### config.mk
export PLATFORM = sky130hd
export DESIGN_NAME = pwm_timebase
export DESIGN_NICKNAME = d
export VERILOG_FILES = /design/src/rtl/pwm_tbase_pkg.sv /design/src/rtl/pwm_sync_gen.sv /design/src/rtl/pwm_count_core.sv /design/src/rtl/pwm_timebase.sv
export SDC_FILE = /design/constraint.sdc
export NUM_CORES = 1
export LEC_CHECK = 0
export ABC_AREA = 1
export ABC_CLOCK_PERIOD_IN_PS = 7100
export BUFFER_PORTS_ARGS = -buffer_cell sky130_fd_sc_hd__buf_2
export CAP_MARGIN = 30
export CORE_MARGIN = 2
export CORE_UTILIZATION = 60
export CTS_BUF_LIST = sky130_fd_sc_hd__clkbuf_8
export DETAILED_ROUTE_END_ITERATION = 10
export GPL_TIMING_DRIVEN = 0
export PLACE_DENSITY = 0.91
export RECOVER_POWER = 100
export SYNTH_ARGS = -nofsm -noshare
export SYNTH_HDL_FRONTEND = slang
export SYNTH_SLANG_ARGS = --single-unit
### constraint.sdc
create_clock -name clk -period 7.1 [get_ports clk]
set_input_delay 0.71 -clock clk [delete_from_list [all_inputs] [get_ports clk]]
set_output_delay 0.71 -clock clk [all_outputs]
set_load 0.01 [all_outputs]
### src/rtl/pwm_tbase_pkg.sv
`timescale 1ns/1ps
package pwm_tbase_pkg;
  localparam int SEL_W      = 3;
  localparam int IDX_PERIOD = 0;
  localparam int IDX_DEAD   = 1;
  localparam int IDX_MINPW  = 2;
  localparam int IDX_SYNCW  = 3;
  localparam int IDX_DUTY_A = 4;
  localparam int IDX_DUTY_B = 5;
  localparam int IDX_DUTY_C = 6;
  localparam int IDX_SEG    = 7;
endpackage

### src/rtl/pwm_sync_gen.sv
`timescale 1ns/1ps
module pwm_sync_gen #(
  parameter int SW_W = 8
) (
  input  logic            clk,
  input  logic            rst_n,
  input  logic            fire,
  input  logic            kill,
  input  logic [SW_W-1:0] width,
  output logic            sync_o
);
  localparam int LEN_W = SW_W + 1;

  // pulse length in cycles for a programmed width value
  function automatic logic [LEN_W-1:0] pulse_len(input logic [SW_W-1:0] w);
    return {1'b0, w} + LEN_W'(1);
  endfunction

  logic [LEN_W-1:0] left_q;

  always_ff @(posedge clk or negedge rst_n) begin
    if (!rst_n)               left_q <= '0;
    else if (fire)            left_q <= pulse_len(width);
    else if (kill)            left_q <= '0;
    else if (left_q != '0)    left_q <= left_q - LEN_W'(1);
  end

  assign sync_o = (left_q != '0);

  assert_sync_fire_R8: assert property (@(posedge clk) disable iff (!rst_n)
    fire |=> sync_o);
  assert_sync_hold_R8: assert property (@(posedge clk) disable iff (!rst_n)
    (left_q > LEN_W'(1) && !fire && !kill) |=> sync_o);
endmodule

### src/rtl/pwm_count_core.sv
`timescale 1ns/1ps
module pwm_count_core #(
  parameter int CNT_W = 16
) (
  input  logic             clk,
  input  logic             rst_n,
  input  logic             dbl_mode,
  input  logic [CNT_W-1:0] act_period,
  input  logic [CNT_W-1:0] shd_period,
  output logic [CNT_W-1:0] cnt_o,
  output logic             up_o,
  output logic             start_evt,
  output logic             turn_evt,
  output logic             upd_evt,
  output logic             load_zero
);
  localparam int EXT_W = CNT_W + 1;

  // upward leg is over once the next value would reach the half-period
  function automatic logic top_reached(input logic [CNT_W-1:0] c,
                                       input logic [CNT_W-1:0] p);
    return ({1'b0, c} + EXT_W'(1)) >= {1'b0, p};
  endfunction

  logic [CNT_W-1:0] cnt_q;
  logic             up_q;
  logic             idle;

  assign idle      = (act_period == '0);
  assign start_evt = idle ? (shd_period != '0) : (up_q && top_reached(cnt_q, act_period));
  assign turn_evt  = !idle && !up_q && (cnt_q <= CNT_W'(1));
  assign upd_evt   = start_evt || (turn_evt && dbl_mode);
  assign load_zero = upd_evt && (shd_period == '0);

  always_ff @(posedge clk or negedge rst_n) begin
    if (!rst_n) begin
      cnt_q <= '0;
      up_q  <= 1'b0;
    end else if (load_zero) begin
      cnt_q <= '0;
      up_q  <= 1'b0;
    end else if (start_evt) begin
      cnt_q <= shd_period;
      up_q  <= 1'b0;
    end else if (turn_evt) begin
      cnt_q <= '0;
      up_q  <= 1'b1;
    end else if (!idle) begin
      cnt_q <= up_q ? cnt_q + CNT_W'(1) : cnt_q - CNT_W'(1);
    end
  end

  assign cnt_o = cnt_q;
  assign up_o  = up_q;

  assert_cnt_bound_R3: assert property (@(posedge clk) disable iff (!rst_n)
    !idle |-> (cnt_q <= act_period));
  assert_start_load_R4: assert property (@(posedge clk) disable iff (!rst_n)
    (start_evt && shd_period != '0) |=> (cnt_q == act_period) && !up_q);
  assert_turn_zero_R7: assert property (@(posedge clk) disable iff (!rst_n)
    $rose(up_q) |-> (cnt_q == '0));
  assert_idle_park_R9: assert property (@(posedge clk) disable iff (!rst_n)
    idle |-> (cnt_q == '0) && !up_q);
endmodule

### src/rtl/pwm_timebase.sv
`timescale 1ns/1ps
module pwm_timebase
  import pwm_tbase_pkg::*;
#(
  parameter int CNT_W    = 16,
  parameter int DT_W     = 10,
  parameter int PW_W     = 10,
  parameter int SW_W     = 8,
  parameter int SEG_W    = 9,
  parameter int SYNC_RST = 39
) (
  input  logic             clk,
  input  logic             rst_n,
  input  logic             wr_en,
  input  logic [SEL_W-1:0] wr_sel,
  input  logic [CNT_W-1:0] wr_data,
  input  logic             dbl_mode,
  output logic [CNT_W-1:0] cnt_o,
  output logic             half_o,
  output logic             sync_o,
  output logic [CNT_W-1:0] act_period_o,
  output logic [DT_W-1:0]  act_dead_o,
  output logic [PW_W-1:0]  act_minpw_o,
  output logic [SW_W-1:0]  act_syncw_o,
  output logic [CNT_W-1:0] act_duty_a_o,
  output logic [CNT_W-1:0] act_duty_b_o,
  output logic [CNT_W-1:0] act_duty_c_o,
  output logic [SEG_W-1:0] act_seg_o
);
  typedef struct packed {
    logic [CNT_W-1:0] period;
    logic [DT_W-1:0]  dead;
    logic [PW_W-1:0]  minpw;
    logic [SW_W-1:0]  syncw;
    logic [CNT_W-1:0] duty_a;
    logic [CNT_W-1:0] duty_b;
    logic [CNT_W-1:0] duty_c;
    logic [SEG_W-1:0] seg;
  } cfg_t;

  function automatic cfg_t cfg_reset();
    cfg_t c = '0;
    c.syncw = SW_W'(SYNC_RST);
    return c;
  endfunction

  cfg_t shd_q, act_q;
  logic start_evt, turn_evt, upd_evt, load_zero, up;

  // shadow copies: the only target of the write port
  always_ff @(posedge clk or negedge rst_n) begin
    if (!rst_n) shd_q <= cfg_reset();
    else if (wr_en) begin
      case (int'(wr_sel))
        IDX_PERIOD: shd_q.period <= wr_data;
        IDX_DEAD:   shd_q.dead   <= wr_data[DT_W-1:0];
        IDX_MINPW:  shd_q.minpw  <= wr_data[PW_W-1:0];
        IDX_SYNCW:  shd_q.syncw  <= wr_data[SW_W-1:0];
        IDX_DUTY_A: shd_q.duty_a <= wr_data;
        IDX_DUTY_B: shd_q.duty_b <= wr_data;
        IDX_DUTY_C: shd_q.duty_c <= wr_data;
        default:    shd_q.seg    <= wr_data[SEG_W-1:0];
      endcase
    end
  end

  // active copies: loaded whole at update points
  always_ff @(posedge clk or negedge rst_n) begin
    if (!rst_n)       act_q <= cfg_reset();
    else if (upd_evt) act_q <= shd_q;
  end

  pwm_count_core #(.CNT_W(CNT_W)) u_core (
    .clk        (clk),
    .rst_n      (rst_n),
    .dbl_mode   (dbl_mode),
    .act_period (act_q.period),
    .shd_period (shd_q.period),
    .cnt_o      (cnt_o),
    .up_o       (up),
    .start_evt  (start_evt),
    .turn_evt   (turn_evt),
    .upd_evt    (upd_evt),
    .load_zero  (load_zero)
  );

  pwm_sync_gen #(.SW_W(SW_W)) u_sync (
    .clk    (clk),
    .rst_n  (rst_n),
    .fire   (upd_evt && !load_zero),
    .kill   (load_zero),
    .width  (shd_q.syncw),
    .sync_o (sync_o)
  );

  assign half_o       = up;
  assign act_period_o = act_q.period;
  assign act_dead_o   = act_q.dead;
  assign act_minpw_o  = act_q.minpw;
  assign act_syncw_o  = act_q.syncw;
  assign act_duty_a_o = act_q.duty_a;
  assign act_duty_b_o = act_q.duty_b;
  assign act_duty_c_o = act_q.duty_c;
  assign act_seg_o    = act_q.seg;

  assert_active_hold_R2: assert property (@(posedge clk) disable iff (!rst_n)
    !upd_evt |=> $stable(act_q));
  assert_single_no_mid_R5: assert property (@(posedge clk) disable iff (!rst_n)
    (turn_evt && !dbl_mode && !sync_o) |=> !sync_o);
  assert_double_mid_R6: assert property (@(posedge clk) disable iff (!rst_n)
    (turn_evt && dbl_mode && shd_q.period != '0) |=> sync_o && half_o);
  assert_coincident_write_R10: assert property (@(posedge clk) disable iff (!rst_n)
    (upd_evt && wr_en && int'(wr_sel) == IDX_DUTY_B) |=> (act_q.duty_b == $past(shd_q.duty_b)));
endmodule

# After elaboration in Yosys (flattened, before gate mapping)
# Index checks and enable logic that the tools add are counted.
dict set report word_totals {
  regBits 228
  latchBits 0
  ramBits 0
  rom_bits 0
  input_bits 23
  output_inout_bits 119
  word_cells 72
  mem_count 0
}
dict set report classes {
  addsub 5
  mul 0
  div_mod_pow 0
  order_cmp 2
  n_eq_ne 7
  n_shift 0
  muxes 12
  bitwise 1
  reduce_logical 26
}
# cell n
set op_table {}
lappend op_table {{2-to-1 mux 16 bit} 5}
lappend op_table {{zero test 16 bit} 2}
lappend op_table {{2-to-1 mux 9 bit} 3}
lappend op_table {{adder 16 x 1 -> 17 bit (second input constant)} 1}
lappend op_table {{>= comparator 17 x 16 -> 1 bit} 1}
lappend op_table {{adder 16 x 1 -> 16 bit (second input constant)} 1}
lappend op_table {{less-or-equal comparator 16 x 1 -> 1 bit (second input constant)} 1}
lappend op_table {{AND reduction 2 bit} 8}
lappend op_table {{nonzero test 16 bit} 1}
lappend op_table {{subtractor 16 x 1 -> 16 bit (second input constant)} 1}
lappend op_table {{adder 8 x 1 -> 9 bit (second input constant)} 1}
lappend op_table {{== test 3 bit (second input constant)} 3}
lappend op_table {{nonzero test 9 bit} 1}
lappend op_table {{subtractor 9 x 1 -> 9 bit (second input constant)} 1}
lappend op_table {{OR reduction 7 bit} 1}
lappend op_table {{== test 3 x 2 -> 1 bit (second input constant)} 2}
lappend op_table {{logical AND 1 bit} 6}
lappend op_table {{nonzero test 3 bit} 2}
lappend op_table {{2-to-1 mux 1 bit} 4}
lappend op_table {{inequality test 4 x 2 -> 1 bit (second input constant)} 1}
lappend op_table {{== test 3 x 1 -> 1 bit (second input constant)} 1}
lappend op_table {{zero test 1 bit} 3}
lappend op_table {{zero test 3 bit} 1}
lappend op_table {{logical OR 1 bit} 1}
lappend op_table {{inverter 1 bit} 1}

# Logic depth before layout (Yosys ltp)
dict set report logic_depth {
  depth_word 10
  ltp_mapped 25
}

# Cells and area by module
# A second synthesis with hierarchy kept.
dict set report unflattened {
  cells_unflattened 1434
  area_unflattened_um2 11108.2
}
# module instances cells_per_inst area_each_um2 seq_area_each_um2
set by_module_without_submodules {}
lappend by_module_without_submodules {pwm_timebase 1 884 7851.3 5064.9}
lappend by_module_without_submodules {pwm_count_core 1 439 2513.7 425.4}
lappend by_module_without_submodules {pwm_sync_gen 1 111 743.2 225.2}

# Worst setup path after synthesis
# Ideal clock, no wire load.
dict set report synth_timing {
  kind {reg-to-reg}
  from {register u_core.cnt_q[0], in the netlist u_core.cnt_o[0]}
  to {register act_q (netlist bit act_duty_a_o[10])}
  setup_time_ns 0.117
  arrival_ns 2.755
  setup_slack_ns 4.228
  path_stages_with_launch 22
  n_path_buf 3
  path_cell_list {dfrtp_1 ha_1 nand3_1 nor3_4 or2_2 nand2_1 inv_1 ha_1 a21o_1 nor2_1 nand3_1 nand2_1 nand2_1 nand2_1 nand2_1 nand2_4 nand3_4 buf_6 buf_6 buf_6 nand2_1 nand2_1}
}
dict set report synth_via {
  elab_chain_cells 5
}
# item line
set synth_lines {}
lappend synth_lines {{start, declared} pwm_count_core.sv:25} ;# logic [CNT_W-1:0] cnt_q;
lappend synth_lines {{start signal, assigned} pwm_count_core.sv:43} ;# cnt_q <= shd_period;
lappend synth_lines {{start signal, assigned} pwm_count_core.sv:49} ;# cnt_q <= up_q ? cnt_q + CNT_W'(1) : cnt_q - CNT_W'(1);
lappend synth_lines {{adder 16 x 1 -> 17 bit} pwm_count_core.sv:22} ;# return ({1'b0, c} + EXT_W'(1)) >= {1'b0, p};
lappend synth_lines {{>= comparator 17 x 16 -> 1 bit} pwm_count_core.sv:22}
lappend synth_lines {{logical AND 1 bit} pwm_count_core.sv:30} ;# assign start_evt = idle ? (shd_period != '0) : (up_q && top_reached(cnt_q, act_period));
lappend synth_lines {{2-to-1 mux 1 bit} pwm_count_core.sv:30}
lappend synth_lines {{logical OR 1 bit (*)} pwm_count_core.sv:32} ;# assign upd_evt = start_evt || (turn_evt && dbl_mode);
lappend synth_lines {{end signal, assigned} pwm_timebase.sv:69} ;# if (!rst_n) act_q <= cfg_reset();
lappend synth_lines {{end signal, assigned} pwm_timebase.sv:70} ;# else if (upd_evt) act_q <= shd_q;
lappend synth_lines {{end, declared} pwm_timebase.sv:47} ;# cfg_t shd_q, act_q;
# Every way passes the cells marked *; elsewhere a longest branch is shown, timed or not.
# A chain may end at the register's enable or synchronous reset.

# Worst setup path in the final report
dict set report layout_timing {
  from {register u_core.cnt_q[0], in the netlist u_core.cnt_o[0]}
  to {register act_q (netlist bit act_duty_a_o[9])}
}
# The elaborated chain is that of the path after synthesis.

==> flow_summary.toml <==
[setup_path]
crit_arrival_ns = 5.19
rr_startpoint = "u_core.cnt_o[0]$_DFFE_PN0P_"
crit_type = "reg2reg"
ff2ff_path_depth = 21
path_max_fanout = 10
required_ns = 7.54
r2r_slack_ns = 2.35
reg2reg_to = "act_duty_a_o[9]$_DFFE_PN0P_"
end_kind = "register"
worstSetupStartpointType = "register"

[cts]
cts_tree = "yes"
numCtsBuffers = 36
holdBufCountCts = 0
clk_latency_ns = 0.56
cts_max_path_buffers = 3
ctsRootBufferMaster = "clkbuf_8"
post_cts.repair.setup_buffers = 0
cts.clk_slew.worst_paths_ns = 0.06
cts.sinks = 228
h-tree-depth = 2
postCtsResizedCells = 0

[die]
die_area_um2 = 18400
die_w_um = 136
start_util = 0.609
core_um2 = 17100
ios = 142
die_y_um = 136
rows = 48

[sta]
setup_viol = 0
fmax_mhz = 210
fin_crit_ns = 4.75
slew_violations = 142
setup_tns_ns = 0
finalHoldViolations = 0
tightest_slew_ns = 2.79
maxSlewHeadroom = -0.858
timing.final.crit_share = 0.670
rsz0062_at_grt = "false"
finClkSkew_ns = 0.0242

[pwr]
total_power_mw = 5.16
irDropWorstVdd_mv = 0.275
power_leakage_nw = 6.11
powerDensity_nw_per_um2 = 431

[drt]
vias = 9600
top_layer_used = "met4"
wl_met2_um = 14300
wl_um = 30300
dr_wl_met3_um = 2880
drc = 0
wirelength_met1_um = 11500
dr.first_iter.drc_count = 972
viasPerCell = 5.71
ant_nets = 0
dr.pass1.iters = 6
wire_per_inst_um = 18.0

[final_layout]
fillers = 1375
seq_area_um2 = 5720
num-nets-final = 1472
multi_input_area_um2 = 4020
syn_to_final_growth_pct = 15.0
drive_gt1_frac = 0.0825

[worst_hold_path]
whs_path_depth = 3
hold_class = "in2reg"
holdPathEnd = "shd_q[0]$_DFFE_PN0P_"
min_from = "wr_data[0]"

[global_route]
grt_pass1_vias = 9524
grt_pass1_wl_um = 48000
overflow = 0
grt_usage = 0.336
antenna_found_initial = 2
grt_max_degree = 91

[yosys]
async_flop_share = 1.00
syn_nets = 1290
synth_edf_count = 0
yosysSeqAreaShare = 0.548
synth_ff_type = "dfrtp_1"
yosys_warnings = 0
synth-seq-cells = 228
synth.cell_area_um2 = 10400
postSynthAreaPerCell_um2 = 8.37
syn_inst = 1246
synth_cell_types = 39

[placement]
hpwl_um = 20700
gp_congestion = 0.938
portBuffers = 141

[run_status]
violations = "max-capacitance violations, max-slew violations"
status = "finished with violations"

[job]
max-cap-violations = 2
metrics by stage:
step	setup WS, ns	hold WS (ns)	instances	cell area [um2]	util
2_1_floorplan	4.23	0.414	1246	10400	-
3_3_place_gp	1.58	0.451	1612	11400	0.667
3_5_place_dp	3.57	0.455	1615	11500	0.671
4_1_cts	3.55	0.0946	1680	12300	0.716
5_1_grt	1.80	0.396	1682	12000	0.701
6_report	2.35	0.394	1682	12000	0.701
power breakdown:
group / switching [mW] / internal, mW
logic: 1.32 / 0.647
registers: 0.314 / 1.71
clock network: 0.546 / 0.624
worst max-delay path, stage by stage, from the launching register on:
cell        delay, ns
dfrtp_1          0.54
inv_1            0.18
nor3_1           0.63
nand2_1          0.16
o21ai_0          0.50
inv_1            0.10
ha_1             0.29
nand2_1          0.07
nor2_1           0.13
nand3b_1         0.10
nand3_1          0.10
nand2_1          0.06
nand2_1          0.05
nand2_1          0.05
nand2_1          0.07
nand2_1          0.14
nand3_1          0.16
clkinvlp_2       0.47
clkbuf_1         0.36
clkbuf_1         0.30
nand2_1          0.13
nand2_1          0.06
routing by layer:
metal	global-route usage	vias to the layer above
li1	-	4327
met1	0.445	4562
met3	0.0671	133
met4	0.150	0
met2	0.541	578
met5	0	-
cell families (layout without fill, tap and decap cells):
family | Yosys count | in the layout | synth area share
other cells | 0 | 2 | 0
xor+xnor | 31 | 31 | 0.0260
buf+inv | 153 | 362 | 0.0637
compound gates | 175 | 175 | 0.0871
flops | 228 | 228 | 0.548
fa+ha+maj | 21 | 21 | 0.0252
simple gates | 638 | 638 | 0.250
worst max-delay path by stage:
stage	startpoint	endpoint	slack, ns	cells after the start
after floorplan	u_core.cnt_o[0]$_DFFE_PN0P_	act_duty_a_o[10]$_DFFE_PN0P_	4.23	21
after global placement	rst_n	act_seg_o[3]$_DFFE_PN0P_	1.58	1
after detailed placement	u_core.cnt_o[0]$_DFFE_PN0P_	u_core.cnt_o[13]$_DFFE_PN0P_	3.57	21
after CTS	u_core.cnt_o[0]$_DFFE_PN0P_	u_core.cnt_o[13]$_DFFE_PN0P_	3.55	21
after global routing	rst_n	shd_q[51]$_DFFE_PN0P_	1.80	2
final	u_core.cnt_o[0]$_DFFE_PN0P_	act_duty_a_o[9]$_DFFE_PN0P_	2.35	21
final cells by class:
class                   count  area share
flip-flops and latches    228       0.477
multi-input cells         865       0.335
clock buffers              49      0.0562
repair buffers            144      0.0492
inverters                  93      0.0292
well taps                 225      0.0235
plain buffers              60      0.0224
clock inverters            16     0.00751
diodes                      2    0.000417
flip-flops by register name, summed over array words and instances, names as in the netlist:
register	cells
act_duty_b_o	16
act_duty_c_o	16
shd_q	101
act_period_o	16
act_seg_o	9
act_duty_a_o	16
u_core.up_o	1
act_dead_o	10
act_minpw_o	10
act_syncw_o	8
u_core.cnt_o	16
u_sync.left_q	9
synthesized netlist by cell type (9+ instances only):
| library cell | count | area [um2] |
|---|---|---|
| nor4_1 | 9 | 56.3 |
| nor2_1 | 54 | 203 |
| nand2_1 | 491 | 1840 |
| a21oi_1 | 16 | 80.1 |
| xor2_1 | 30 | 263 |
| dfrtp_1 | 220 | 5510 |
| o21ai_0 | 145 | 726 |
| clkbuf_1 | 21 | 78.8 |
| nand3_1 | 45 | 225 |
| ha_1 | 21 | 263 |
| buf_2 | 29 | 145 |
| nor3_1 | 11 | 55.1 |
| nand4_1 | 13 | 81.3 |
| inv_1 | 90 | 338 |
cell usage in the layout, fill, tap and decap left out, drive strengths merged, types with 2 or more instances in the layout:
master   synthesis  layout
a21oi           16      16
buf             37      41
clkbuf          23     212
clkinv           1       8
dfrtp          220     220
dfstp            8       8
diode            0       2
ha              21      21
inv             92     100
nand2          496     496
nand3           46      46
nand3b           2       2
nand4           13      13
nor2            56      56
nor3            13      13
nor4             9       9
o2111ai          2       2
o211ai           3       3
o21ai          146     146
o22ai            4       4
or2              3       3
xor2            30      30
(Power assumes the default switching activity.)
